**config.mk**
```make
export PLATFORM = sky130hd
export DESIGN_NAME = fz_maxmin_infer
export DESIGN_NICKNAME = d
export VERILOG_FILES = /design/src/rtl/fz_inf_pkg.sv /design/src/rtl/fz_rule_rom.sv /design/src/rtl/fz_shared_cmp.sv /design/src/rtl/fz_seq_ctrl.sv /design/src/rtl/fz_maxmin_infer.sv
export SDC_FILE = /design/constraint.sdc
export NUM_CORES = 1
export LEC_CHECK = 0
export ABC_AREA = 1
export CORE_MARGIN = 3
export CORE_UTILIZATION = 55
export DETAILED_ROUTE_END_ITERATION = 6
export DONT_BUFFER_PORTS = 1
export PLACE_DENSITY = 0.7
export SYNTH_ARGS = -nofsm -noshare
export SYNTH_HDL_FRONTEND = slang
export SYNTH_SLANG_ARGS = --single-unit
export TNS_END_PERCENT = 30
```
**constraint.sdc**
```tcl
create_clock -name clk -period 4.3 [get_ports clk]
set_input_delay 1.29 -clock clk [delete_from_list [all_inputs] [get_ports clk]]
set_output_delay 1.29 -clock clk [all_outputs]
set_load 0.02 [all_outputs]
```
**src/rtl/fz_inf_pkg.sv**
```systemverilog
package fz_inf_pkg;
   typedef enum logic [1:0] {PH_IDLE, PH_MIN, PH_MAX} phase_t;

   // Consequent index for an (error, rate) term pair.
   function automatic int unsigned rule_cons(input int unsigned e, input int unsigned de,
                                             input int unsigned nterms, input int unsigned kind);
      if (kind == 0) return (e + de) / 2;
      else           return (e + (nterms - 1 - de)) / 2;
   endfunction
endpackage

```
**src/rtl/fz_rule_rom.sv**
```systemverilog
module fz_rule_rom #(
   parameter int TERM_W    = 3,
   parameter int RULE_KIND = 0
) (
   input  logic [TERM_W-1:0] e_term,
   input  logic [TERM_W-1:0] de_term,
   output logic [TERM_W-1:0] cons_term
);
   import fz_inf_pkg::*;
   localparam int NT    = 1 << TERM_W;
   localparam int DEPTH = NT * NT;

   logic [TERM_W-1:0] table_q [DEPTH];

   for (genvar i = 0; i < DEPTH; i++) begin : g_entry
      assign table_q[i] = TERM_W'(rule_cons(i / NT, i % NT, NT, RULE_KIND));
   end

   assign cons_term = table_q[{e_term, de_term}];
endmodule

```
**src/rtl/fz_shared_cmp.sv**
```systemverilog
module fz_shared_cmp #(
   parameter int W = 8
) (
   input  logic         pick_min,
   input  logic [W-1:0] op_a,
   input  logic [W-1:0] op_b,
   output logic [W-1:0] result
);
   logic a_lt_b;
   assign a_lt_b = op_a < op_b;
   assign result = pick_min ? (a_lt_b ? op_a : op_b) : (a_lt_b ? op_b : op_a);
endmodule

```
**src/rtl/fz_seq_ctrl.sv**
```systemverilog
module fz_seq_ctrl (
   input  logic                  clk,
   input  logic                  rst_n,
   input  logic                  start,
   output fz_inf_pkg::phase_t    phase,
   output logic [1:0]            rule_idx,
   output logic                  accept,
   output logic                  done
);
   import fz_inf_pkg::*;
   localparam logic [2:0] LAST = 3'd7;

   logic [2:0] step_q;
   logic       busy_q;

   assign accept   = !busy_q && start;
   assign rule_idx = step_q[1:0];
   assign phase    = !busy_q ? PH_IDLE : (step_q[2] ? PH_MAX : PH_MIN);

   always_ff @(posedge clk or negedge rst_n) begin
      if (!rst_n) begin
         step_q <= '0;
         busy_q <= 1'b0;
         done   <= 1'b0;
      end else if (accept) begin
         step_q <= '0;
         busy_q <= 1'b1;
         done   <= 1'b0;
      end else if (busy_q) begin
         if (step_q == LAST) begin
            busy_q <= 1'b0;
            done   <= 1'b1;
         end else begin
            step_q <= step_q + 3'd1;
         end
      end
   end

   assert_done_after_last_R2: assert property (@(posedge clk) disable iff (!rst_n)
      $rose(done) |-> ($past(step_q) == LAST && $past(busy_q)));

   assert_ignore_start_R8: assert property (@(posedge clk) disable iff (!rst_n)
      (busy_q && step_q != LAST) |=> (busy_q && step_q == $past(step_q) + 3'd1));
endmodule

```
**src/rtl/fz_maxmin_infer.sv**
```systemverilog
module fz_maxmin_infer #(
   parameter int TERM_W    = 3,
   parameter int GRADE_W   = 8,
   parameter int RULE_KIND = 0,
   localparam int NT       = 1 << TERM_W
) (
   input  logic                  clk,
   input  logic                  rst_n,
   input  logic                  start,
   input  logic [TERM_W-1:0]     e_term_a,
   input  logic [GRADE_W-1:0]    e_grade_a,
   input  logic [TERM_W-1:0]     e_term_b,
   input  logic [GRADE_W-1:0]    e_grade_b,
   input  logic [TERM_W-1:0]     de_term_a,
   input  logic [GRADE_W-1:0]    de_grade_a,
   input  logic [TERM_W-1:0]     de_term_b,
   input  logic [GRADE_W-1:0]    de_grade_b,
   output logic [NT*GRADE_W-1:0] strength,
   output logic                  done
);
   import fz_inf_pkg::*;
   localparam int NRULES = 4;

   if (TERM_W < 1 || TERM_W > 4) begin : g_bad_term
      $error("TERM_W must be 1..4");
   end
   if (GRADE_W < 2 || GRADE_W > 16) begin : g_bad_grade
      $error("GRADE_W must be 2..16");
   end
   if (RULE_KIND < 0 || RULE_KIND > 1) begin : g_bad_kind
      $error("RULE_KIND must be 0 or 1");
   end

   phase_t     phase;
   logic [1:0] idx;
   logic       accept;

   fz_seq_ctrl u_ctrl (
      .clk(clk), .rst_n(rst_n), .start(start),
      .phase(phase), .rule_idx(idx), .accept(accept), .done(done)
   );

   // Captured fuzzifier outputs, index 0 = a, 1 = b
   logic [1:0][TERM_W-1:0]  e_term_q, de_term_q;
   logic [1:0][GRADE_W-1:0] e_grade_q, de_grade_q;

   always_ff @(posedge clk or negedge rst_n) begin
      if (!rst_n) begin
         e_term_q   <= '0;
         de_term_q  <= '0;
         e_grade_q  <= '0;
         de_grade_q <= '0;
      end else if (accept) begin
         e_term_q   <= {e_term_b, e_term_a};
         de_term_q  <= {de_term_b, de_term_a};
         e_grade_q  <= {e_grade_b, e_grade_a};
         de_grade_q <= {de_grade_b, de_grade_a};
      end
   end

   // Rule table lookup for the rule currently being processed
   logic [TERM_W-1:0] cons;
   fz_rule_rom #(.TERM_W(TERM_W), .RULE_KIND(RULE_KIND)) u_rom (
      .e_term(e_term_q[idx[1]]), .de_term(de_term_q[idx[0]]), .cons_term(cons)
   );

   logic [NRULES-1:0][GRADE_W-1:0] fire_q;
   logic [NT-1:0][GRADE_W-1:0]     str_q;
   logic [GRADE_W-1:0] fire_cur, str_cur, op_a, op_b, cmp_y;
   logic               pick_min;

   assign fire_cur = fire_q[idx];
   assign str_cur  = str_q[cons];
   assign pick_min = (phase == PH_MIN);
   assign op_a     = pick_min ? e_grade_q[idx[1]]  : fire_cur;
   assign op_b     = pick_min ? de_grade_q[idx[0]] : str_cur;

   fz_shared_cmp #(.W(GRADE_W)) u_cmp (
      .pick_min(pick_min), .op_a(op_a), .op_b(op_b), .result(cmp_y)
   );

   // Firing registers, write select decoded from the rule index
   for (genvar k = 0; k < NRULES; k++) begin : g_fire
      logic we;
      assign we = (phase == PH_MIN) && (idx == 2'(k));
      always_ff @(posedge clk or negedge rst_n) begin
         if (!rst_n)      fire_q[k] <= '0;
         else if (accept) fire_q[k] <= '0;
         else if (we)     fire_q[k] <= cmp_y;
      end
   end

   // Consequent strength registers, write select decoded from the table output
   for (genvar t = 0; t < NT; t++) begin : g_str
      logic we;
      assign we = (phase == PH_MAX) && (fire_cur != '0) && (cons == TERM_W'(t));
      always_ff @(posedge clk or negedge rst_n) begin
         if (!rst_n)      str_q[t] <= '0;
         else if (accept) str_q[t] <= '0;
         else if (we)     str_q[t] <= cmp_y;
      end
   end

   assign strength = str_q;

   assert_min_bound_R3: assert property (@(posedge clk) disable iff (!rst_n)
      (phase == PH_MIN) |-> (cmp_y <= op_a && cmp_y <= op_b && (cmp_y == op_a || cmp_y == op_b)));

   assert_merge_max_R5: assert property (@(posedge clk) disable iff (!rst_n)
      (phase == PH_MAX && fire_cur != '0) |=>
         (str_q[$past(cons)] >= $past(fire_cur) && str_q[$past(cons)] >= $past(str_cur)));

   assert_zero_hold_R7: assert property (@(posedge clk) disable iff (!rst_n)
      (phase == PH_MAX && fire_cur == '0) |=> (str_q == $past(str_q)));

   assert_clear_R6: assert property (@(posedge clk) disable iff (!rst_n)
      accept |=> (str_q == '0 && !done));
endmodule

```
==> impl_metrics.toml <==
[timing]
tns_ns = -0.547
slew_violations = 0
slew_headroom = 0.455
setup-violations-final = 25
min_period_ns = 4.36
finalWorstSetupSlack_ns = -0.0599
rsz0062_at_grt = "yes"
finalHoldViolCount = 0
max_freq_mhz = 229
finClkSkew_ns = 0.00999
worst_pin_slew_ns = 0.818
period_share = 1.01

[synthesis]
postSynthCellCount = 1017
synthSimpleGateAreaFrac = 0.366
yosysWarnings = 0
yosysUniqueCellTypes = 38
synth_compound_area_frac = 0.0712
seq_area_frac_synth = 0.464
synth.cell_area_mm2 = 0.00782
synth_top_family_by_area = "simple AND/OR/NAND/NOR gates"
synthTopCellsByArea = "dfrtp_1 46%, nand2_1 22%, nand4_1 8.1%"
syn-num-nets = 1081
synth_area_per_cell_um2 = 7.69
synth-xor-area-share = 0
muxShareOfSynthArea = 0
synth-seq-cells = 145
synth_fa_ha_area_frac = 0.0272
synth_top_cell_by_area = "dfrtp_1"
synth_top_area_frac = 0.464

[clocking]
cts.htree.levels = 4
worstSkewPairLatency_ns = 0.44
cts_buffers = 17
clk_pin_slew_ns = 0.06
cts-root-buf = "clkbuf_16"
cts_tree = "done"
clockBufferDepth = 2
clkSinkCount = 145

[setup_path]
crit_type = "reg -> reg"
critical_path.slowest_cell = "dfrtp_2"
worstPathMaxFanout = 6
cp.required_ns = 4.61
reg2reg_from = "u_ctrl.step_q[0]"
cp-startpoint = "u_ctrl.step_q[0]"
crit_end = "strength[24]"
reg2reg_depth = 32
startpoint_type = "flop"
critPathCaptureType = "flop"
max_stage_delay_ns = 0.45
crit_arrival_ns = 4.67
r2r_end = "strength[24]"
r2r_slack_ns = -0.06
crit_path_frequent_cell = "nand2_1"

[layout]
n_antenna_cell = 0
syn_to_final_growth_pct = 22.1
fill_cells = 1039
fin_util = 0.705
postLayoutCellArea_mm2 = 0.00955
drive_above_1_share = 0.188
num-nets-final = 1110

[place]
dp_hpwl_um = 16500
place_area_mm2 = 0.00807
place_ws_ns = -0.0557
place_congestion = 0.942
io_buffers = 0

[status]
outcome = "finished, violations left"
violations = "design-rule violations, negative setup slack"

[grt]
antenna_found_initial = 0
grt_max_degree = 146
track_usage = 0.314
grt_pass1_wl_um = 38400
grt-ovfl-total = 0
grt_pass1_vias = 6860

[routing]
avgViaCountPerCell = 6.32
ant_nets = 0
drc = 2
drt_pre_antenna_iters = 7
vias = 7792
finalWirelength_um = 27700
wl_per_cell_um = 22.5
first_iter_violations = 1149

[run]
cap_violations = 0

[floorplanning]
io_pins = 112
die_h_um = 125
num_rows = 42
coreArea_mm2 = 0.0136
dieWidth_um = 125
dieArea_mm2 = 0.0157
initial_utilization = 0.577

[hold_path]
min_path_type = "reg -> reg"
[cells by family (layout without fill, tap and decap cells)]
family	count (synthesis)	count (layout)
AOI/OAI and AO/OA	89	89
adders and majority gates	17	17
and+or+nand+nor	649	659
buffers and inverters	117	146
DFF	145	145
[through the flow]
stage,instances,hold slack (ns)
4_1_cts,1198,0.477
2_1_floorplan,1017,0.441
3_5_place_dp,1168,0.461
3_3_place_gp,1168,0.459
6_report,1232,0.478
5_1_grt,1232,0.502
[critical path, delay by kind of cell (launching register included)]
family,cells,cell delay (ns)
simple gates,21,2.35
flops,1,0.45
compound gates,3,0.29
fa+ha+maj,2,0.45
buf+inv,6,0.67
[worst min-delay path by stage]
stage | startpoint | end | slack [ns] | depth (start not counted)
floorplan | de_term_q[3] | de_term_q[3] | 0.44 | 2
global placement | fire_q[18] | fire_q[18] | 0.46 | 2
detailed placement | e_grade_q[15] | e_grade_q[15] | 0.46 | 2
CTS | e_grade_q[15] | e_grade_q[15] | 0.48 | 2
global route | e_grade_q[1] | e_grade_q[1] | 0.50 | 2
finish | e_grade_q[15] | e_grade_q[15] | 0.48 | 2
[registers in the layout, indices dropped and copies added, names as in the netlist]
register,count
u_ctrl.busy_q,1
de_term_q,6
e_term_q,6
u_ctrl.step_q,3
u_ctrl.done,1
strength,64
e_grade_q,16
fire_q,32
de_grade_q,16
[cell usage after synthesis]
library cell    n
nand2_1       452
dfrtp_1       145
nand4_1       101
inv_1          55
o21ai_0        40
nand3_1        36
nor2_1         26
clkbuf_1       19
buf_2          18
ha_1           17
nand2_2        16
o22ai_1        11
buf_6          10
a21oi_1         9
inv_2           8
buf_4           7
a22oi_1         6
a32o_1          5
nor2_2          5
o21ai_1         5
a41oi_1         4
nand2_4         2
nand3_2         2
nor3_1          2
o21ai_2         2
or2_2           2
a211oi_1        1
a21oi_4         1
a22o_1          1
a32oi_1         1
and3_2          1
nand2_8         1
nand3_4         1
o21a_1          1
o221ai_1        1
o31ai_2         1
or2_1           1
or4_1           1
[layout by cell type, fill, tap and decap left out, types with 5 or more instances in the layout]
cell type / netlist / final
o21ai_2: 2 / 9
nor2_1: 26 / 25
inv_2: 8 / 9
inv_1: 55 / 53
o22ai_1: 11 / 5
buf_4: 7 / 34
buf_6: 10 / 5
nand3_1: 36 / 22
nand4_1: 101 / 101
clkbuf_16: 0 / 17
nand2_4: 2 / 14
o21ai_0: 40 / 35
nand3_2: 2 / 14
ha_1: 17 / 8
nand2_8: 1 / 13
buf_12: 0 / 13
a21oi_1: 9 / 7
a32o_1: 5 / 5
o22ai_2: 0 / 6
dfrtp_1: 145 / 144
nand2_2: 16 / 15
nand2_1: 452 / 438
ha_4: 0 / 7
[area by class of cell]
type / instances / area (um^2) / share of cell area
well taps: 176 / 220 / 0.0230
clock inverters: 6 / 82.6 / 0.00864
flip-flops and latches: 145 / 3630 / 0.380
multi-input cells: 765 / 4300 / 0.450
repair buffers: 54 / 602 / 0.0630
clock buffers: 23 / 478 / 0.0500
inverters: 63 / 239 / 0.0250
[per-layer routing]
layer / part of all wire / GRT usage
met2: 0.46 / 0.480
met5: 0 / 0
met4: 0.042 / 0.0918
met1: 0.37 / 0.434
met3: 0.12 / 0.0981
[repair_timing]
action,4_1_cts,5_1_grt
cloned,0,11
hold buffers,0,0
setup endpoints to repair,94,96
resized for setup,4,117
setup buffers,1,23
pin swaps,1,53
Power is not shown: default switching activity piles up to over one toggle a cycle in this logic, so the estimate is an artifact.
